**config.mk**
```make
export PLATFORM = sky130hd
export DESIGN_NAME = redirect_epoch_ctrl
export DESIGN_NICKNAME = d
export VERILOG_FILES = /design/src/rtl/rdc_pkg.sv /design/src/rtl/rdc_fetch.sv /design/src/rtl/rdc_decode.sv /design/src/rtl/rdc_exec.sv /design/src/rtl/redirect_epoch_ctrl.sv
export SDC_FILE = /design/constraint.sdc
export NUM_CORES = 1
export LEC_CHECK = 0
export CORE_MARGIN = 2
export CORE_UTILIZATION = 35
export DETAILED_ROUTE_END_ITERATION = 12
export GPL_TIMING_DRIVEN = 1
export MAX_ROUTING_LAYER = met4
export PLACE_DENSITY = 0.66
export SKIP_CTS_REPAIR_TIMING = 1
export SYNTH_ARGS = -nofsm -noshare
export SYNTH_HDL_FRONTEND = slang
export SYNTH_SLANG_ARGS = --single-unit
```
**constraint.sdc**
```tcl
create_clock -name clk -period 3 [get_ports clk]
set_input_delay 0.45 -clock clk [delete_from_list [all_inputs] [get_ports clk]]
set_output_delay 0.45 -clock clk [all_outputs]
set_load 0.01 [all_outputs]
```
**src/rtl/rdc_pkg.sv**
```systemverilog
package rdc_pkg;

  typedef enum logic [2:0] {
    FA_IDLE,
    FA_ISSUE,
    FA_EXEC,
    FA_DEC_TAKE,
    FA_DEC_DROP
  } fetch_act_e;

  // a stamp is current when it equals the holder's epoch
  function automatic logic tag_fresh(input logic carried, input logic held);
    return carried == held;
  endfunction

  // fetch arbitration: execute first, then decode (filtered), then issue
  function automatic fetch_act_e pick_fetch_act(input logic ex_pend,
                                                input logic dec_pend,
                                                input logic dec_fresh,
                                                input logic ready);
    if (ex_pend)       return FA_EXEC;
    else if (dec_pend) return dec_fresh ? FA_DEC_TAKE : FA_DEC_DROP;
    else if (ready)    return FA_ISSUE;
    else               return FA_IDLE;
  endfunction

endpackage

```
**src/rtl/rdc_fetch.sv**
```systemverilog
module rdc_fetch
  import rdc_pkg::*;
#(
  parameter int              PC_W     = 32,
  parameter logic [PC_W-1:0] START_PC = '0
) (
  input  logic            clk,
  input  logic            rst_n,
  input  logic            ready_i,
  input  logic [PC_W-1:0] pred_pc_i,
  input  logic            ex_req_i,
  input  logic [PC_W-1:0] ex_pc_i,
  input  logic            dec_req_i,
  input  logic [PC_W-1:0] dec_pc_i,
  input  logic            dec_tag_i,
  output logic [PC_W-1:0] pc_o,
  output logic            fire_o,
  output logic            etag_o,
  output logic            dtag_o,
  output fetch_act_e      act_o,
  output logic            ex_pend_o,
  output logic [PC_W-1:0] ex_pc_o,
  output logic            dec_pend_o,
  output logic            dec_tag_o
);

  logic [PC_W-1:0] pc_q, ex_pc_q, dec_pc_q;
  logic            fe_ep_q, fd_ep_q;
  logic            ex_pend_q, dec_pend_q, dec_tag_q;
  fetch_act_e      act;

  always_comb act = pick_fetch_act(ex_pend_q, dec_pend_q,
                                   tag_fresh(dec_tag_q, fe_ep_q), ready_i);

  always_ff @(posedge clk) begin
    if (!rst_n) begin
      pc_q       <= START_PC;
      fe_ep_q    <= 1'b0;
      fd_ep_q    <= 1'b0;
      ex_pend_q  <= 1'b0;
      ex_pc_q    <= '0;
      dec_pend_q <= 1'b0;
      dec_pc_q   <= '0;
      dec_tag_q  <= 1'b0;
    end else begin
      unique case (act)
        FA_EXEC: begin
          pc_q    <= ex_pc_q;
          fe_ep_q <= ~fe_ep_q;
        end
        FA_DEC_TAKE: begin
          pc_q    <= dec_pc_q;
          fd_ep_q <= ~fd_ep_q;
        end
        FA_ISSUE: pc_q <= pred_pc_i;
        default: ;
      endcase
      if (act == FA_EXEC) ex_pend_q <= 1'b0;
      if (ex_req_i) begin
        ex_pend_q <= 1'b1;
        ex_pc_q   <= ex_pc_i;
      end
      if (act == FA_DEC_TAKE || act == FA_DEC_DROP) dec_pend_q <= 1'b0;
      if (dec_req_i) begin
        dec_pend_q <= 1'b1;
        dec_pc_q   <= dec_pc_i;
        dec_tag_q  <= dec_tag_i;
      end
    end
  end

  assign pc_o       = pc_q;
  assign fire_o     = (act == FA_ISSUE);
  assign etag_o     = fe_ep_q;
  assign dtag_o     = fd_ep_q;
  assign act_o      = act;
  assign ex_pend_o  = ex_pend_q;
  assign ex_pc_o    = ex_pc_q;
  assign dec_pend_o = dec_pend_q;
  assign dec_tag_o  = dec_tag_q;

endmodule

```
**src/rtl/rdc_decode.sv**
```systemverilog
module rdc_decode
  import rdc_pkg::*;
#(
  parameter int PC_W = 32
) (
  input  logic            clk,
  input  logic            rst_n,
  input  logic            valid_i,
  input  logic            etag_i,
  input  logic            dtag_i,
  input  logic [PC_W-1:0] ppc_i,
  input  logic [PC_W-1:0] dir_pc_i,
  output logic            keep_o,
  output logic            poison_o,
  output logic            redir_o,
  output logic [PC_W-1:0] redir_pc_o,
  output logic            redir_tag_o,
  output logic            de_ep_o
);

  logic de_ep_q, d_ep_q;
  logic new_path, keep, mis;

  always_comb begin
    new_path = !tag_fresh(etag_i, de_ep_q);
    keep     = valid_i && (new_path || tag_fresh(dtag_i, d_ep_q));
    mis      = keep && (ppc_i != dir_pc_i);
  end

  always_ff @(posedge clk) begin
    if (!rst_n) begin
      de_ep_q <= 1'b0;
      d_ep_q  <= 1'b0;
    end else if (valid_i && new_path) begin
      de_ep_q <= etag_i;
      d_ep_q  <= dtag_i ^ mis;
    end else if (mis) begin
      d_ep_q <= ~d_ep_q;
    end
  end

  assign keep_o      = keep;
  assign poison_o    = valid_i && !keep;
  assign redir_o     = mis;
  assign redir_pc_o  = dir_pc_i;
  assign redir_tag_o = etag_i;
  assign de_ep_o     = de_ep_q;

endmodule

```
**src/rtl/rdc_exec.sv**
```systemverilog
module rdc_exec
  import rdc_pkg::*;
#(
  parameter int PC_W = 32
) (
  input  logic            clk,
  input  logic            rst_n,
  input  logic            valid_i,
  input  logic            etag_i,
  input  logic            mispred_i,
  input  logic [PC_W-1:0] target_i,
  output logic            keep_o,
  output logic            poison_o,
  output logic            redir_o,
  output logic [PC_W-1:0] redir_pc_o
);

  logic e_ep_q, keep;

  always_comb keep = valid_i && tag_fresh(etag_i, e_ep_q);

  always_ff @(posedge clk) begin
    if (!rst_n)                  e_ep_q <= 1'b0;
    else if (keep && mispred_i)  e_ep_q <= ~e_ep_q;
  end

  assign keep_o     = keep;
  assign poison_o   = valid_i && !keep;
  assign redir_o    = keep && mispred_i;
  assign redir_pc_o = target_i;

endmodule

```
**src/rtl/redirect_epoch_ctrl.sv**
```systemverilog
module redirect_epoch_ctrl
  import rdc_pkg::*;
#(
  parameter int              PC_W     = 32,
  parameter logic [PC_W-1:0] START_PC = '0
) (
  input  logic            clk,
  input  logic            rst_n,
  input  logic            f_ready_i,
  input  logic [PC_W-1:0] f_pred_pc_i,
  output logic [PC_W-1:0] f_pc_o,
  output logic            f_fire_o,
  output logic            f_etag_o,
  output logic            f_dtag_o,
  input  logic            d_valid_i,
  input  logic            d_etag_i,
  input  logic            d_dtag_i,
  input  logic [PC_W-1:0] d_ppc_i,
  input  logic [PC_W-1:0] d_dir_pc_i,
  output logic            d_keep_o,
  output logic            d_poison_o,
  input  logic            e_valid_i,
  input  logic            e_etag_i,
  input  logic            e_mispred_i,
  input  logic [PC_W-1:0] e_target_i,
  output logic            e_keep_o,
  output logic            e_poison_o
);

  // named internal events, used by the bound checker
  logic            dec_redir, dec_redir_tag, de_ep;
  logic [PC_W-1:0] dec_redir_pc;
  logic            ex_redir;
  logic [PC_W-1:0] ex_redir_pc;
  logic            ex_pend, dec_pend, dec_tag_q;
  logic [PC_W-1:0] ex_pc_q;
  fetch_act_e      fetch_act;

  rdc_fetch #(.PC_W(PC_W), .START_PC(START_PC)) u_fetch (
    .clk        (clk),
    .rst_n      (rst_n),
    .ready_i    (f_ready_i),
    .pred_pc_i  (f_pred_pc_i),
    .ex_req_i   (ex_redir),
    .ex_pc_i    (ex_redir_pc),
    .dec_req_i  (dec_redir),
    .dec_pc_i   (dec_redir_pc),
    .dec_tag_i  (dec_redir_tag),
    .pc_o       (f_pc_o),
    .fire_o     (f_fire_o),
    .etag_o     (f_etag_o),
    .dtag_o     (f_dtag_o),
    .act_o      (fetch_act),
    .ex_pend_o  (ex_pend),
    .ex_pc_o    (ex_pc_q),
    .dec_pend_o (dec_pend),
    .dec_tag_o  (dec_tag_q)
  );

  rdc_decode #(.PC_W(PC_W)) u_decode (
    .clk         (clk),
    .rst_n       (rst_n),
    .valid_i     (d_valid_i),
    .etag_i      (d_etag_i),
    .dtag_i      (d_dtag_i),
    .ppc_i       (d_ppc_i),
    .dir_pc_i    (d_dir_pc_i),
    .keep_o      (d_keep_o),
    .poison_o    (d_poison_o),
    .redir_o     (dec_redir),
    .redir_pc_o  (dec_redir_pc),
    .redir_tag_o (dec_redir_tag),
    .de_ep_o     (de_ep)
  );

  rdc_exec #(.PC_W(PC_W)) u_exec (
    .clk        (clk),
    .rst_n      (rst_n),
    .valid_i    (e_valid_i),
    .etag_i     (e_etag_i),
    .mispred_i  (e_mispred_i),
    .target_i   (e_target_i),
    .keep_o     (e_keep_o),
    .poison_o   (e_poison_o),
    .redir_o    (ex_redir),
    .redir_pc_o (ex_redir_pc)
  );

endmodule

```
Yosys cells after proc, flatten, opt, wreduce, memory -nomap -nowiden
Index checks and enable logic that the tools add are counted.
- register bits after elaboration: 104
- input port bits: 137
- output and inout bits: 39
- word-level logic and storage cells: 52
- eq/ne operators: 9
- mux-type cells: 11
- bitwise logic cells: 5
- reduce and logical (&&, ||, !) cells: 16
- operators with widths (kind ; count):
    case mux 32 bit (3 select lines) ; 1
    inequality test 32 bit ; 1
    2-to-1 mux 3 bit ; 3
    logical AND 1 bit ; 7
    2-to-1 mux 1 bit ; 7
    equality test 3 x 2 -> 1 bit, second input constant ; 2
    nonzero test 2 bit ; 3
    equality test 1 bit ; 4
    NOT 1 bit ; 4
    equality test 3 x 1 -> 1 bit, second input constant ; 1
    equality test 3 bit, second input constant ; 1
    zero test 1 bit ; 3
    nonzero test 3 bit ; 1
    logical OR 1 bit ; 2
    XOR 1 bit ; 1

Logic depth before layout (Yosys ltp)
- depth after elaboration: 8
- depth in mapped cells: 7
- mapped depth without buffers: 5

Cells and area by module
From an unflattened synthesis, not the netlist that was laid out.
- cells, all modules: 580
- area total of the unflattened synthesis: 5435.2 um2
- by module, submodules not included (module ; times used ; cells an instance ; area each (um2) ; seq. area each (um2)):
    rdc_fetch ; 1 ; 447 ; 4399.2 ; 2021.9
    rdc_decode ; 1 ; 91 ; 728.2 ; 40.0
    rdc_exec ; 1 ; 42 ; 307.8 ; 20.0

Worst setup path after synthesis
OpenSTA, ideal clock, no wires.
- path kind: in2reg
- from: input port d_dir_pc_i[16]
- to: register u_fetch.dec_pend_q, in the netlist u_fetch.dec_pend_o
- setup time: 0.115 ns
- arrival time: 1.508 ns
- required time: 2.885 ns
- setup slack: 1.377 ns
- cell stages on the path: 7
- path buffers: 2
- cell sequence: xnor2_1 > nand4_1 > nor4_1 > a21oi_1 > buf_6 > buf_12 > o21a_1
- longest elaborated chain between the ends: 3
- elaborated cells on any way between the ends: 4
- classes of those cells: eq/ne (1); mux (1); reduce/logical (2)
- RTL lines (element ; line ; text):
    start, declared ; redirect_epoch_ctrl.sv:19 ; input logic [PC_W-1:0] d_dir_pc_i,
    inequality test 32 bit * ; rdc_decode.sv:27 ; mis = keep && (ppc_i != dir_pc_i);
    logical AND 1 bit * ; rdc_decode.sv:27 ;
    2-to-1 mux 1 bit / nonzero test 2 bit (equally long branches) ; - ;
    end signal, assigned ; rdc_fetch.sv:42 ; dec_pend_q <= 1'b0;
    end signal, assigned ; rdc_fetch.sv:63 ; if (act == FA_DEC_TAKE || act == FA_DEC_DROP) dec_pend_q <= 1'b0;
    end signal, assigned ; rdc_fetch.sv:65 ; dec_pend_q <= 1'b1;
    end, declared ; rdc_fetch.sv:29 ; logic ex_pend_q, dec_pend_q, dec_tag_q;
Every way passes the cells marked *; elsewhere a longest branch is shown, timed or not.
A chain may end at the register's enable or synchronous reset.

Worst setup path after layout
- from: input port d_dir_pc_i[9]
- to: register u_fetch.dec_pc_q[19]
- longest elaborated chain between the ends: 2
- RTL lines (element ; line ; text):
    inequality test 32 bit ; rdc_decode.sv:27 ;
    logical AND 1 bit ; rdc_decode.sv:27 ;
    end signal, assigned ; rdc_fetch.sv:66 ; dec_pc_q <= dec_pc_i;
    end, declared ; rdc_fetch.sv:27 ; logic [PC_W-1:0] pc_q, ex_pc_q, dec_pc_q;
Every way passes these cells.

==> reports/results.ini <==
[critical_path]
setup.worst_path.end=u_fetch.dec_pc_q[19]
timing.critical_path.from=d_dir_pc_i[9]
rr_endpoint=u_fetch.dec_pc_q[19]
setup.worst_path.class=primary input to flop
critical_path_cell_sequence=clkdlybuf4s50_1 > xnor2_1 > nand4_1 > nor4_1 > a21oi_4 > buf_12 > mux2i_1
crit_path_top_delay_cell=nor4_1
critPathMaxFanout=23
end_kind=flop
worstPathRequired_ns=3.26
start_kind=primary input
rrSetupSlack_ns=0.96
rr_worst_depth=6
worst_r2r_startpoint=u_decode.de_ep_o
critPathMaxStageDelay_ns=0.58
cp_data_arrival_time_ns=2.95

[synthesis]
synth_largest_area_cell=dfxtp_1
post_synth_mux_area_share_pct=7.76
synthFlopType=dfxtp_1
avgSynthCellArea_um2=8.47
synth_seq_area_share_pct=44.7
asyncSetResetFlopFracSynth_pct=0
synth_commonest_cells=nand2_1 (135), dfxtp_1 (104), nor2_1 (40), xnor2_1 (37), mux2i_1 (35)
yosys_warns=0
synth-seq-cells=104
synth_top_area_share_pct=44.7
synthCells=550
synth_edf_count=0
synthTopCellsByArea=dfxtp_1 (45%), nand2_1 (11%), mux2i_1 (7.5%), xnor2_1 (7.0%), a222oi_1 (6.9%)
syn-num-nets=687
synthSimpleGateAreaFrac_pct=20.9
post_synth_xor_area_fraction_pct=7.33
post-synth-top-count-cell=nand2_1
synth-compound-area-share_pct=14.1
synth_top_family_by_area=simple AND/OR/NAND/NOR gates
synth_area_mm2=0.00466
yosys.cell_types.count=27
synthAdderAreaFrac_pct=0

[sta]
timing.clock.skew_ns=0.00790
layout_worst_path_cycle_share_pct=89.5
hold_ws_ns=0.450
slew_headroom_pct=32.5
finalWorstSetupSlack_ns=0.316
timing_hold_violations_final=0
rsz0062_at_grt=false
setup_viol=0
max_clock_freq_mhz=373
timing_max_transition_violations_final=0
worst_margin_pin_slew_ns=1.01
final.min_clock_period_ns=2.68

[global_route]
grt_pass1_vias=4555
global_route.usage.total_pct=22.4
grt_pass1_wl_mm=23.9
number_of_antenna_violations_at_the_first_check_in_global_routing=0
gr-total-overflow=0
grt_start_max_net_pins=54

[cts]
clock_insertion_delay_worst_skew_ns=0.35
cts_tree=built
clk_pin_slew_worst_paths_ns=0.07
clock_tree.htree_level_count=3
tritoncts.num_buffers=9
cts_root_buffer=clkbuf_16
tritoncts_num_sinks=104
cts_max_path_buffers=2

[run_status]
run_status=complete, no violations

[finish]
post_route_cells_drive_above_1_share_pct=4.92
antenna-diode-count=0
design.final.nets=843
finish.cell_count_without_fillers=887
count_of_filler_cells_inserted_in_the_layout=1257
syn2layout_area_growth_pct=46.9

[power_and_ir_drop]
power.static_leakage_nw=2.47
vdd.ir_drop.worst_v=0.000270
cellPowerDensity_mw_per_mm2=521

[floorplanning]
initial_utilization_pct=35.5
core.rowCount=42
die_area_mm2=0.0143
io_pins=176
fp.coreArea_mm2=0.0131
die_height_um=119
die_w_um=119

[place]
dp_slack_ns=-0.0616
hpwl_mm=11.1
gpl.final_weighted_congestion=0.838
place.port_buffers=175
dp_cells=871

[detailed_routing]
wirelength_mm=15.5
route.detailed.drc=0
antenna_left=0
drt_iter0_markers=455
drt-wirelength-per-cell_um=17.4
vias_per_cell=5.20
route.vias.total=4611
detailedRoute.firstPassIterationCount=7

[job]
max_cap_violations=0

[hold_path]
min_path_type=flop to flop

## where the power goes
| group | total [mW] | leakage, nW | switching, mW | internal (mW) |
|---|---|---|---|---|
| logic | 0.825 | 1.48 | 0.374 | 0.451 |
| registers | 1.56 | 0.854 | 0.0668 | 1.50 |
| clock network | 1.18 | 0.138 | 0.531 | 0.647 |
## per-stage QoR
stage	setup TNS [ns]	util, %	total power [mW]	cell area (um2)
after floorplan	0	-	1.98	4660
after global placement	-1.42	49.9	2.40	6550
after detailed placement	-0.357	49.9	2.42	6550
after CTS	0	52.1	3.60	6850
after global routing	0	52.1	3.72	6850
final	0	52.1	3.57	6850
## critical path: cells and delay by family
family,cells,cell delay (ns)
multiplexers,1,0.19
buffers and inverters,2,0.72
AND/OR/NAND/NOR,2,0.79
AO/OA/AOI/OAI,1,0.41
XOR/XNOR,1,0.39
## state kept, by name, indices dropped and copies added (netlist names)
signal and flops:
u_fetch.ex_pc_o 32, u_decode.de_ep_o 1, u_fetch.dec_pend_o 1, u_fetch.dec_pc_q 32, u_fetch.dtag_o 1, u_fetch.etag_o 1
u_decode.d_ep_q 1, u_fetch.pc_o 32, u_exec.e_ep_q 1, u_fetch.ex_pend_o 1, u_fetch.dec_tag_o 1
## logic make-up after synthesis
group | count (synthesis)
mux | 36
xor+xnor | 39
simple gates | 225
compound gates | 99
buf+inv | 47
flops | 104
## layer usage
layer	GRT usage (%)	routed length, um
met2	35.7	7180
met1	27.8	6600
met3	4.98	1330
met5	-	0
met4	8.60	349
## worst min path at each step
stage / start / to / slack [ns] / depth (start not counted)
final: u_fetch.ex_pc_o[23] / u_fetch.ex_pc_o[23] / 0.45 / 2
after global routing: u_fetch.ex_pc_o[0] / u_fetch.ex_pc_o[0] / 0.47 / 2
after CTS: u_fetch.ex_pc_o[0] / u_fetch.ex_pc_o[0] / 0.45 / 2
after detailed placement: u_fetch.ex_pc_o[0] / u_fetch.ex_pc_o[0] / 0.44 / 2
after global placement: u_fetch.ex_pc_o[15] / u_fetch.ex_pc_o[15] / 0.44 / 2
after floorplan: u_fetch.ex_pc_o[0] / u_fetch.ex_pc_o[0] / 0.43 / 2
## layout by cell type, fill, tap and decap left out, types with 31 or more instances in the layout
| cell | instances |
|---|---|
| xnor2_1 | 37 |
| nor2_1 | 40 |
| mux2i_1 | 35 |
| dfxtp_1 | 103 |
| o21ai_0 | 31 |
| a21oi_1 | 32 |
| nand2b_1 | 34 |
| a222oi_1 | 32 |
| clkdlybuf4s50_1 | 174 |
| nand2_1 | 135 |
## final cells by class
cell class	instances	area, um2	share of cell area, %
Clock buffer	9	225	3.29
Clock inverter	7	71.3	1.04
Inverter	5	18.8	0.274
Multi-Input combinational cell	399	2350	34.4
Sequential cell	104	2080	30.4
Tap cell	176	220	3.22
Timing Repair Buffer	187	1880	27.4
Note: power is estimated with default switching activity, not from simulation.
